<file path="src/rtl/sd_resp_pkg.sv">
package sd_resp_pkg;
   typedef enum logic [1:0] {
      RK_NONE       = 2'b00,
      RK_SHORT      = 2'b01,
      RK_SHORT_BUSY = 2'b10,
      RK_LONG       = 2'b11
   } resp_kind_e;

   typedef enum logic [1:0] {
      ST_IDLE  = 2'b00,
      ST_WAIT  = 2'b01,
      ST_SHIFT = 2'b10
   } cap_state_e;
endpackage

</file>
<file path="src/rtl/sd_crc7_serial.sv">
module sd_crc7_serial #(
   parameter int CRC_W = 7,
   parameter logic [CRC_W-1:0] POLY = 7'h09
) (
   input  logic             clk,
   input  logic             rst_n,
   input  logic             clr,
   input  logic             en,
   input  logic             din,
   output logic [CRC_W-1:0] crc
);
   generate
      if (CRC_W < 2) begin : g_bad_width
         $error("sd_crc7_serial: CRC_W must be at least 2");
      end
   endgenerate

   logic             fb;
   logic [CRC_W-1:0] crc_shift;

   assign fb        = crc[CRC_W-1] ^ din;
   assign crc_shift = {crc[CRC_W-2:0], 1'b0} ^ (fb ? POLY : '0);

   always_ff @(posedge clk or negedge rst_n) begin
      if (!rst_n)   crc <= '0;
      else if (clr) crc <= '0;
      else if (en)  crc <= crc_shift;
   end
endmodule

</file>
<file path="src/rtl/sd_resp_slot.sv">
module sd_resp_slot #(
   parameter int REG_W      = 128,
   parameter int SH_W       = 135,
   parameter int PAY_LSB    = 7,
   parameter int SHORT_PAY  = 32,
   parameter int LONG_PAY   = 120,
   parameter int AUTO_LO    = 96
) (
   input  logic [REG_W-1:0] cur,
   input  logic [SH_W-1:0]  frame_bits,
   input  logic             is_long,
   input  logic             is_auto,
   output logic [REG_W-1:0] nxt
);
   generate
      if (AUTO_LO + SHORT_PAY > REG_W) begin : g_bad_auto
         $error("sd_resp_slot: stop-command slot exceeds register");
      end
      if (LONG_PAY > REG_W) begin : g_bad_long
         $error("sd_resp_slot: long payload exceeds register");
      end
      if (PAY_LSB + LONG_PAY > SH_W) begin : g_bad_shreg
         $error("sd_resp_slot: shift register too narrow");
      end
   endgenerate

   logic [SHORT_PAY-1:0] short_pay;
   logic [LONG_PAY-1:0]  long_pay;

   assign short_pay = frame_bits[PAY_LSB +: SHORT_PAY];
   assign long_pay  = frame_bits[PAY_LSB +: LONG_PAY];

   always_comb begin
      nxt = cur;
      if (is_long)      nxt[LONG_PAY-1:0]             = long_pay;
      else if (is_auto) nxt[AUTO_LO +: SHORT_PAY]     = short_pay;
      else              nxt[SHORT_PAY-1:0]            = short_pay;
   end
endmodule

</file>
<file path="src/rtl/sd_resp_capture.sv">
module sd_resp_capture
   import sd_resp_pkg::*;
#(
   parameter int SHORT_LEN = 48,
   parameter int LONG_LEN  = 136,
   parameter int REG_W     = 128,
   parameter int IDX_W     = 6,
   parameter int CRC_W     = 7,
   parameter int PAY_W     = 32,
   parameter int AUTO_LO   = 96,
   parameter logic [CRC_W-1:0] CRC_POLY = 7'h09
) (
   input  logic             clk,
   input  logic             rst_n,
   input  logic             arm,
   input  logic [1:0]       resp_kind,
   input  logic             auto_stop,
   input  logic             idx_chk_en,
   input  logic             crc_chk_en,
   input  logic [IDX_W-1:0] exp_index,
   input  logic             cmd_in,
   output logic             busy,
   output logic             done,
   output logic             err_crc,
   output logic             err_idx,
   output logic             err_end,
   output logic [REG_W-1:0] resp_reg
);
   localparam int SH_W      = LONG_LEN - 1;
   localparam int CNT_W     = $clog2(LONG_LEN);
   localparam int HDR_W     = 8;
   localparam int LONG_PAY  = LONG_LEN - HDR_W - CRC_W - 1;
   localparam int PAY_LSB   = CRC_W;
   localparam int IDX_LSB   = CRC_W + PAY_W;
   localparam logic [CNT_W-1:0] SHORT_LAST = CNT_W'(SHORT_LEN - 1);
   localparam logic [CNT_W-1:0] LONG_LAST  = CNT_W'(LONG_LEN - 1);
   localparam logic [CNT_W-1:0] SHORT_TOP  = CNT_W'(SHORT_LEN - 2);
   localparam logic [CNT_W-1:0] LONG_TOP   = CNT_W'(LONG_LEN - HDR_W - 1);
   localparam logic [CNT_W-1:0] CRC_LOW    = CNT_W'(CRC_W + 1);

   generate
      if (SHORT_LEN != 2 + IDX_W + PAY_W + CRC_W + 1) begin : g_bad_short
         $error("sd_resp_capture: short frame layout inconsistent");
      end
      if (LONG_LEN <= SHORT_LEN) begin : g_bad_long
         $error("sd_resp_capture: long frame must exceed short frame");
      end
   endgenerate

   cap_state_e       state_q;
   resp_kind_e       kind_q;
   logic             auto_q, idxen_q, crcen_q;
   logic [IDX_W-1:0] expidx_q;
   logic [CNT_W-1:0] cnt_q;
   logic [SH_W-1:0]  shreg_q;
   logic [CRC_W-1:0] crc_val;
   logic [REG_W-1:0] slot_nxt;

   logic             arm_ok, start_evt, long_q, fin, crc_step;
   logic [CNT_W-1:0] last_cnt, bit_idx, crc_top;

   assign arm_ok    = (state_q == ST_IDLE) && arm && (resp_kind != RK_NONE);
   assign start_evt = (state_q == ST_WAIT) && !cmd_in;
   assign long_q    = (kind_q == RK_LONG);
   assign last_cnt  = long_q ? LONG_LAST : SHORT_LAST;
   assign crc_top   = long_q ? LONG_TOP : SHORT_TOP;
   assign bit_idx   = last_cnt - cnt_q;
   assign fin       = (state_q == ST_SHIFT) && (cnt_q == last_cnt);
   assign crc_step  = (state_q == ST_SHIFT) && (bit_idx >= CRC_LOW) && (bit_idx <= crc_top);
   assign busy      = (state_q != ST_IDLE);

   sd_crc7_serial #(.CRC_W(CRC_W), .POLY(CRC_POLY)) u_crc (
      .clk  (clk),
      .rst_n(rst_n),
      .clr  (start_evt),
      .en   (crc_step),
      .din  (cmd_in),
      .crc  (crc_val)
   );

   sd_resp_slot #(
      .REG_W(REG_W), .SH_W(SH_W), .PAY_LSB(PAY_LSB),
      .SHORT_PAY(PAY_W), .LONG_PAY(LONG_PAY), .AUTO_LO(AUTO_LO)
   ) u_slot (
      .cur       (resp_reg),
      .frame_bits(shreg_q),
      .is_long   (long_q),
      .is_auto   (auto_q),
      .nxt       (slot_nxt)
   );

   always_ff @(posedge clk or negedge rst_n) begin
      if (!rst_n) begin
         state_q  <= ST_IDLE;
         kind_q   <= RK_NONE;
         auto_q   <= 1'b0;
         idxen_q  <= 1'b0;
         crcen_q  <= 1'b0;
         expidx_q <= '0;
         cnt_q    <= '0;
         shreg_q  <= '0;
         done     <= 1'b0;
         err_crc  <= 1'b0;
         err_idx  <= 1'b0;
         err_end  <= 1'b0;
         resp_reg <= '0;
      end else begin
         done <= 1'b0;
         unique case (state_q)
            ST_IDLE: if (arm_ok) begin
               kind_q   <= resp_kind_e'(resp_kind);
               auto_q   <= auto_stop;
               idxen_q  <= idx_chk_en;
               crcen_q  <= crc_chk_en;
               expidx_q <= exp_index;
               state_q  <= ST_WAIT;
            end
            ST_WAIT: if (start_evt) begin
               state_q <= ST_SHIFT;
               cnt_q   <= CNT_W'(1);
               shreg_q <= {shreg_q[SH_W-2:0], cmd_in};
               err_crc <= 1'b0;
               err_idx <= 1'b0;
               err_end <= 1'b0;
            end
            ST_SHIFT: begin
               shreg_q <= {shreg_q[SH_W-2:0], cmd_in};
               cnt_q   <= cnt_q + CNT_W'(1);
               if (fin) begin
                  state_q  <= ST_IDLE;
                  done     <= 1'b1;
                  resp_reg <= slot_nxt;
                  err_end  <= !cmd_in;
                  err_crc  <= crcen_q && (crc_val != shreg_q[CRC_W-1:0]);
                  err_idx  <= idxen_q && !long_q &&
                              (shreg_q[IDX_LSB +: IDX_W] != expidx_q);
               end
            end
            default: state_q <= ST_IDLE;
         endcase
      end
   end

   // Guards on capture timing and slot integrity
   assert_idle_holds_R1: assert property (@(posedge clk) disable iff (!rst_n)
      (state_q == ST_IDLE && !arm) |=> (state_q == ST_IDLE));
   assert_done_single_R9: assert property (@(posedge clk) disable iff (!rst_n)
      done |=> !done);
   assert_reg_quiet_R9: assert property (@(posedge clk) disable iff (!rst_n)
      !fin |=> $stable(resp_reg));
   assert_short_keep_R3: assert property (@(posedge clk) disable iff (!rst_n)
      (fin && !long_q && !auto_q) |=> (resp_reg[REG_W-1:PAY_W] == $past(resp_reg[REG_W-1:PAY_W])));
   assert_auto_keep_R4: assert property (@(posedge clk) disable iff (!rst_n)
      (fin && !long_q && auto_q) |=> (resp_reg[AUTO_LO-1:0] == $past(resp_reg[AUTO_LO-1:0])));
   assert_long_keep_R5: assert property (@(posedge clk) disable iff (!rst_n)
      (fin && long_q) |=> (resp_reg[REG_W-1:LONG_PAY] == $past(resp_reg[REG_W-1:LONG_PAY])));
   assert_long_no_idx_R7: assert property (@(posedge clk) disable iff (!rst_n)
      (fin && long_q) |=> !err_idx);
   assert_flags_hold_R10: assert property (@(posedge clk) disable iff (!rst_n)
      (!start_evt && !fin) |=> ($stable(err_crc) && $stable(err_idx) && $stable(err_end)));
   assert_count_bound_R2: assert property (@(posedge clk) disable iff (!rst_n)
      (state_q == ST_SHIFT) |-> (cnt_q <= last_cnt));
endmodule

</file>
<file path="config.mk">
export PLATFORM = sky130hd
export DESIGN_NAME = sd_resp_capture
export DESIGN_NICKNAME = d
export VERILOG_FILES = /design/src/rtl/sd_resp_pkg.sv /design/src/rtl/sd_crc7_serial.sv /design/src/rtl/sd_resp_slot.sv /design/src/rtl/sd_resp_capture.sv
export SDC_FILE = /design/constraint.sdc
export NUM_CORES = 1
export LEC_CHECK = 0
export ABC_AREA = 1
export CORE_UTILIZATION = 55
export DETAILED_ROUTE_END_ITERATION = 7
export GPL_TIMING_DRIVEN = 0
export PLACE_DENSITY = 0.78
export SLEW_MARGIN = 10
export SYNTH_ARGS = -nofsm -noshare
export SYNTH_HDL_FRONTEND = slang
export SYNTH_HIERARCHICAL = 1
export SYNTH_SLANG_ARGS = --single-unit
</file>
<file path="constraint.sdc">
create_clock -name clk -period 2.72 [get_ports clk]
set_input_delay 0.68 -clock clk [delete_from_list [all_inputs] [get_ports clk]]
set_output_delay 0.68 -clock clk [all_outputs]
set_load 0.02 [all_outputs]
</file>
-- Word-level counts from Yosys, hierarchy flattened
Cells that the tools add are included.
- bits in registers: 287
- output and inout bits: 133
- add/subtract/negate cells: 2
- order comparisons: 2
- eq/ne operators: 10
- muxes and demuxes: 26
- bitwise gates (word level): 3
- reductions and logical operators: 25
- operators by type and width (cell ; count):
    case mux 127 bit (2 select lines) ; 1
    two-way mux 127 bit ; 1
    two-way mux 32 bit ; 2
    two-way mux 24 bit ; 2
    two-way mux 7 bit ; 3
    two-way mux 8 bit ; 2
    case mux 8 bit (2 select lines) ; 1
    AND reduction 3 bit ; 5
    nonzero test 2 bit ; 5
    logical AND 1 bit ; 9
    adder 8 x 1 -> 8 bit (second input constant) ; 1
    equality test 8 bit ; 1
    greater-or-equal comparator 8 x 4 -> 1 bit (second input constant) ; 1
    <= comparator 8 x 7 -> 1 bit ; 1
    subtractor 8 bit ; 1
    != test 7 bit ; 1
    bitwise XOR 7 bit ; 1
    two-way mux 1 bit ; 6
    two-way mux 2 bit ; 3
    != test 2 bit (second input constant) ; 3
    != test 6 bit ; 1
    case mux 1 bit (2 select lines) ; 3
    case mux 2 bit (3 select lines) ; 1
    equality test 2 bit (second input constant) ; 2
    9 further kinds ; 11

-- Depth between registers and ports, before layout
Gate-level depths: netlist of the first run.
- depth in word-level cells: 8
- depth in mapped cells: 15

-- Modules after synthesis
Netlist of the first run, hierarchy kept.
- modules (own cells, without submodules) (module ; times used ; cells an instance ; area each (um^2) ; seq. area each (um^2)):
    sd_resp_capture ; 1 ; 1231 ; 11262.1 ; 7206.9
    sd_resp_slot ; 1 ; 520 ; 2117.0 ; 0.0
    sd_crc7_serial ; 1 ; 36 ; 315.3 ; 175.2

-- Least setup slack after synthesis of the first run
OpenSTA, ideal clock, no wires.
- path kind: reg-to-reg
- start: register kind_q[0]
- end: register u_crc.crc[1]
- arrival: 1828 ps
- slack: 810 ps
- cell stages (with the launch flop): 14
- buffers on the path: 0
- clock period less this slack: 1910 ps
- cells stage by stage: dfrtp_1 -> nand3_1 -> ha_1 -> ha_1 -> nand2_1 -> nor2_1 -> a21boi_0 -> nand2_1 -> nand2_1 -> a21oi_1 -> inv_2 -> nor2_4 -> inv_2 -> o22ai_1
- word-level cells in the longest chain between the ends: 7
- elaborated cells on any way between the ends: 9
- those cells by class: 1 x add/sub; 2 x order compare; 1 x eq/ne; 2 x mux; 3 x reduce/logical
- RTL lines (element ; RTL line ; RTL):
    start: declaration ; sd_resp_capture.sv:51 ; resp_kind_e kind_q;
    start signal: assignment ; sd_resp_capture.sv:111 ; kind_q <= resp_kind_e'(resp_kind);
    equality test 2 bit (*) ; sd_resp_capture.sv:64 ; assign long_q = (kind_q == RK_LONG);
    two-way mux 8 bit ; sd_resp_capture.sv:65 ; assign last_cnt = long_q ? LONG_LAST : SHORT_LAST;
    subtractor 8 bit ; sd_resp_capture.sv:67 ; assign bit_idx = last_cnt - cnt_q;
    greater-or-equal comparator 8 x 4 -> 1 bit ; sd_resp_capture.sv:69 ; assign crc_step = (state_q == ST_SHIFT) && (bit_idx >= CRC_LOW) && (bit_idx <= crc_top);
    logical AND 1 bit ; sd_resp_capture.sv:69 ;
    logical AND 1 bit (*) ; sd_resp_capture.sv:69 ;
    via crc_step ; sd_resp_capture.sv:59 ; logic arm_ok, start_evt, long_q, fin, crc_step;
    nonzero test 2 bit (no source line) (*) ; - ;
    end signal: assignment ; sd_crc7_serial.sv:27 ; else if (en) crc <= crc_shift;
    end: declaration ; sd_crc7_serial.sv:10 ; output logic [CRC_W-1:0] crc
The timed path passes the listed nets; every way through them passes the cells marked *.
A chain may end at the register's enable or synchronous reset.

-- Worst setup path after layout of the first run
- start: input port cmd_in
- end: register shreg_q[43]
- word-level cells in the longest chain between the ends: 4
- RTL lines (element ; RTL line ; RTL):
    start: declaration ; sd_resp_capture.sv:21 ; input logic cmd_in,
    logical NOT 1 bit ; sd_resp_capture.sv:63 ; assign start_evt = (state_q == ST_WAIT) && !cmd_in;
    logical AND 1 bit ; sd_resp_capture.sv:63 ;
    != test 2 bit (no source line) ; - ;
    AND reduction 2 bit (no source line) ; - ;
    end signal: assignment ; sd_resp_capture.sv:121 ; shreg_q <= {shreg_q[SH_W-2:0], cmd_in};
    end signal: assignment ; sd_resp_capture.sv:127 ; shreg_q <= {shreg_q[SH_W-2:0], cmd_in};
    end: declaration ; sd_resp_capture.sv:55 ; logic [SH_W-1:0] shreg_q;
Every way passes these cells.

==> results.cfg, run 1 <==
[critical_path]
ff2ff_path_depth = 11
crit_fanout = 10
cp.arrival_ns = 2.92
reg2reg_slack_ns = 0.26
critPathRequiredTime_ns = 3.12
reg2reg_to = resp_reg[126]$_DFFE_PN0P_
path_class = primary input to flip-flop
r2r-start = kind_q[1]$_DFFE_PN0P_
worstSetupStartpointType = primary input
cp-end-kind = flip-flop

[layout]
fin_area_um2 = 16500
largest_register_ffs = 128
utilization_pct = 69.5
nets = 1959
drive_gt1_share_pct = 6.92
antenna_cells = 0
area_growth_pct = 22.7

[sta]
slew_headroom_pct = 42.4
setup_viol = 0
holdWs_ns = 0.178
rsz0062_at_grt = false
fin_skew_ns = 0.0109
tns_ns = 0
max_freq_ghz = 0.397
maxSlewViolCount = 0
fin_crit_ns = 2.52
hold_violations = 0
min_period_over_period_pct = 92.5
worst_pin_slew_ns = 0.860

[power]
total_leakage_power_nw = 8.53
p_per_area_nw_per_um2 = 954
finalPower_mw = 15.7
ir_drop_mv = 0.461

[floorplan]
die-area_um2 = 25000
rows = 56
io_pins = 148
fp.coreArea_um2 = 23700
start_util_pct = 56.6
die_x_um = 158
fp.dieH_um = 158

[detailed_routing]
ant_nets = 0
drt-initial-drc-count = 887
drc = 0
drt_first_pass_iters = 6
routed_wl_um = 33500
via_count = 11700
wl_per_cell_um = 14.7
routed_via_density = 5.13

[yosys]
synthCells = 1759
ys_warn_count = 6
syn_area_um2 = 13400
synth.avg_cell_area_um2 = 7.62
syn_nets = 1778

[cts]
post_cts_buffers = 0
ctsResizeCount = 0
cts.clk_slew.worst_paths_ns = 0.06
cts.path.max_buffers = 3
cts_sinks = 287
cts_tree = built
clk_latency_ns = 0.55
numCtsBuffers = 30
holdBufCountCts = 0
htree_num_levels = 1
cts_root_buf = clkbuf_16

[hold_path]
hp-class = primary input to asynchronous set/reset pin

[run]
max-cap-violations = 0

[global_route]
grt_pass1_vias = 11200
track_usage_pct = 27.7
grt_max_degree = 102
grt_first_pass_wirelength_um = 55300
overflow = 0
antenna_found_initial = 0

[placed_design]
portBuffers = 147
gp_congestion = 0.871
hpwlAfterDp_um = 22700
dpl_cell_area_um2 = 15300

[outcome]
status = finished, final reports clean
## worst max-delay path: stages
cell	delay [ns]
clkdlybuf4s50_1	0.48
inv_1	0.19
nand3_2	0.29
nand2_4	0.24
clkinvlp_4	0.29
buf_2	0.31
buf_2	0.24
nand2_1	0.09
o21ai_0	0.09
## metal layers
metal	part of all wire, %	track usage (%)	vias up	wire, µm
li1	-	-	5744	-
met1	43	37.9	5561	14500
met2	49	47.4	366	16400
met3	6.0	2.68	51	2000
met4	1.7	6.87	0	575
met5	0	0	-	0
## cell type report
class / instances / area [µm²]
Tap cell: 319 / 399
Multi-Input combinational cell: 1227 / 5110
Clock buffer: 43 / 861
Sequential cell: 287 / 7180
Buffer: 95 / 557
Clock inverter: 13 / 243
Timing Repair Buffer: 149 / 1530
Fill cell: 1927 / 7230
Inverter: 150 / 567
## how the worst max path moves through the flow
| stage | from | to | slack, ns | cells after the start |
|---|---|---|---|---|
| after floorplan | kind_q[0]$_DFFE_PN0P_ | u_crc/crc[1]$_DFFE_PN0P_ | 0.81 | 13 |
| after global placement | rst_n | resp_reg[75]$_DFFE_PN0P_ | -11.22 | 1 |
| after detailed placement | cmd_in | shreg_q[47]$_DFFE_PN0P_ | -0.48 | 9 |
| after CTS | cmd_in | shreg_q[43]$_DFFE_PN0P_ | 0.08 | 9 |
| after global routing | cmd_in | shreg_q[28]$_DFFE_PN0P_ | 0.04 | 9 |
| final | cmd_in | shreg_q[43]$_DFFE_PN0P_ | 0.20 | 9 |
## cells in the final DEF, fill, tap and decap left out, types with 2 or more instances in the layout
| master | n |
|---|---|
| buf_2 | 31 |
| o22ai_1 | 5 |
| dfrtp_1 | 287 |
| clkbuf_1 | 38 |
| clkinv_2 | 5 |
| nor2_1 | 22 |
| nand3_1 | 80 |
| bufinv_16 | 7 |
| nand2_2 | 3 |
| nor3_1 | 5 |
| inv_1 | 141 |
| inv_2 | 8 |
| clkbuf_8 | 4 |
| clkdlybuf4s50_1 | 146 |
| o21ai_0 | 131 |
| xor2_1 | 3 |
| xnor2_1 | 7 |
| buf_1 | 4 |
| clkinvlp_4 | 2 |
| buf_6 | 13 |
| buf_16 | 2 |
| nand4_1 | 2 |
| o21ai_1 | 2 |
| clkbuf_16 | 31 |
| nand2_1 | 935 |
| ha_1 | 4 |
| mux2_2 | 7 |
| a21oi_1 | 9 |
| buf_4 | 17 |
## where the power goes
part	switching (mW)	internal, mW
sequential	0.847	5.31
clock	1.68	2.86
combinational	3.40	1.62
total	5.93	9.78
## through the flow
step / std cells / worst slack (ns)
after floorplan: 1759 / 0.810
after global placement: 2225 / -11.22
after detailed placement: 2227 / -0.483
after CTS: 2283 / 0.0792
after global routing: 2283 / 0.0446
final: 2283 / 0.203
(Power assumes the default switching activity.)
==> run 2, diff against run 1 <==
- clock period: 2.72 -> 2.4 ns (I/O delays scaled with it)
==> run 2 against run 1 <==
Sequential share of layout area is 0.11 points lower; critical path depth down 6; power rose by 14%; combinational power grew 14%; global-route usage about the same; critical endpoint is now busy; highest routed layer unchanged.
==> results.cfg, run 2 (synthesis gave the netlist of run 1 again) <==
[critical_path]
critPathRequiredTime_ns = 1.80
worstSetupStartpointType = flip-flop
cp.arrival_ns = 1.76
reg2reg_to = u_crc/crc[6]$_DFFE_PN0P_
r2r-start = cnt_q[3]$_DFFE_PN0P_
cp-end-kind = output pin
ff2ff_path_depth = 13
reg2reg_slack_ns = 0.14
crit_fanout = 4
path_class = flip-flop to output pin

[sta]
min_period_over_period_pct = 98.3
fin_crit_ns = 2.36
hold_violations = 0
tns_ns = 0
setup_viol = 0
setup_ws_ns = 0.0399
max_freq_ghz = 0.424
worst_pin_slew_ns = 0.847
slew_headroom_pct = 43.3
maxSlewViolCount = 0
fin_skew_ns = 0.0120
rsz0062_at_grt = true

[cts]
cts.clk_slew.worst_paths_ns = 0.06
numCtsBuffers = 30
cts_tree = built
cts_sinks = 287
clk_latency_ns = 0.55
htree_num_levels = 1
holdBufCountCts = 0
cts_root_buf = clkbuf_16
cts.path.max_buffers = 3

[floorplan]
die_x_um = 158
fp.coreArea_um2 = 23700
io_pins = 148
start_util_pct = 56.6
fp.dieH_um = 158
rows = 56
die-area_um2 = 25000

[global_route]
grt_pass1_vias = 11200
grt_max_degree = 102
overflow = 0
grt_first_pass_wirelength_um = 55300
antenna_found_initial = 0
track_usage_pct = 27.7

[power]
ir_drop_mv = 0.522
p_clk_share_pct = 28.9
p_int_mw = 11.1
finalPower_mw = 17.8
switching_share_pct = 37.8
p_per_area_nw_per_um2 = 1080
power_frac_comb_pct = 32.0
power_frac_seq_pct = 39.1
total_leakage_power_nw = 8.55
p_sw_mw = 6.74

[detailed_routing]
drt-initial-drc-count = 848
drt-met1-wl_um = 14800
wl_met3_um = 1920
top_layer = met4
routed_via_density = 5.13
wl_per_cell_um = 14.7
via_count = 11700
ant_nets = 0
met2_length_um = 16400
routed_wl_um = 33600
drc = 0
drt_first_pass_iters = 5

[layout]
fillers = 1930
drive_gt1_share_pct = 7.32
final_common_cell = nand2_1
antenna_cells = 0
final_cell_mix = nand2_1, dfrtp_1, clkdlybuf4s50_1
area_growth_pct = 23.0
final_cell_count_no_fill = 2285
largest_register_ffs = 128
nets = 1961

[placed_design]
hpwlAfterDp_um = 22700
portBuffers = 147
place_inst = 2227
dp_slack_ns = -0.723
gp_congestion = 0.871

[outcome]
status = finished, final reports clean

[run]
max-cap-violations = 0

[hold_path]
hp-class = primary input to asynchronous set/reset pin
[run 2: through the flow]
step / util, % / hold WS [ns] / instance area [µm²]
6_report: 69.6 / 0.102 / 16500
3_3_place_gp: 64.5 / 0.487 / 15300
3_5_place_dp: 64.8 / 0.490 / 15300
5_1_grt: 69.6 / 0.155 / 16500
2_1_floorplan: - / 0.304 / 13400
4_1_cts: 69.5 / 0.135 / 16500
[run 2: cell type report]
cell class | instances | area [µm²] | share of cell area [%]
Multi-Input combinational cell | 1227 | 5130 | 31.1
Buffer | 95 | 566 | 3.43
Sequential cell | 287 | 7180 | 43.5
Tap cell | 319 | 399 | 2.42
Clock inverter | 13 | 243 | 1.47
Timing Repair Buffer | 151 | 1550 | 9.38
Clock buffer | 43 | 861 | 5.22
Inverter | 150 | 564 | 3.42
[run 2: worst max path at each step]
stage / startpoint / end / cells past startpoint / slack [ns]
after floorplan: kind_q[0]$_DFFE_PN0P_ / u_crc/crc[1]$_DFFE_PN0P_ / 13 / 0.49
after global placement: rst_n / resp_reg[75]$_DFFE_PN0P_ / 1 / -11.46
after detailed placement: cmd_in / shreg_q[47]$_DFFE_PN0P_ / 9 / -0.72
after CTS: state_q[1]$_DFFE_PN0P_ / busy / 3 / 0.006
after global routing: kind_q[1]$_DFFE_PN0P_ / err_crc$_DFFE_PN0P_ / 11 / -0.01
final: state_q[1]$_DFFE_PN0P_ / busy / 3 / 0.04
[run 2: per-layer routing]
metal | track usage [%] | vias up
met4 | 7.14 | 0
met3 | 2.66 | 53
met5 | 0 | -
met1 | 38.0 | 5572
li1 | - | 5744
met2 | 47.3 | 359
[run 2: worst max-delay path: stages, from the launching register on]
cell,delay [ns]
dfrtp_1,0.42
nor2_2,0.20
inv_1,0.06
clkdlybuf4s50_1,0.54
[run 2: power groups by stage]
stage	clock network, mW	registers [mW]	logic, mW
CTS	5.20	6.95	5.64
global route	5.39	7.13	6.42
finish	5.15	6.98	5.70
floorplan	0	6.80	3.93
detailed placement	0	7.00	5.57
global placement	0	6.97	5.39
[run 2: what timing repair did]
action	in CTS	in global routing
pin swaps	0	1
setup buffers	0	2
resized for setup	2	14
endpoints found under the setup margin	117	222
hold endpoints to repair	0	0
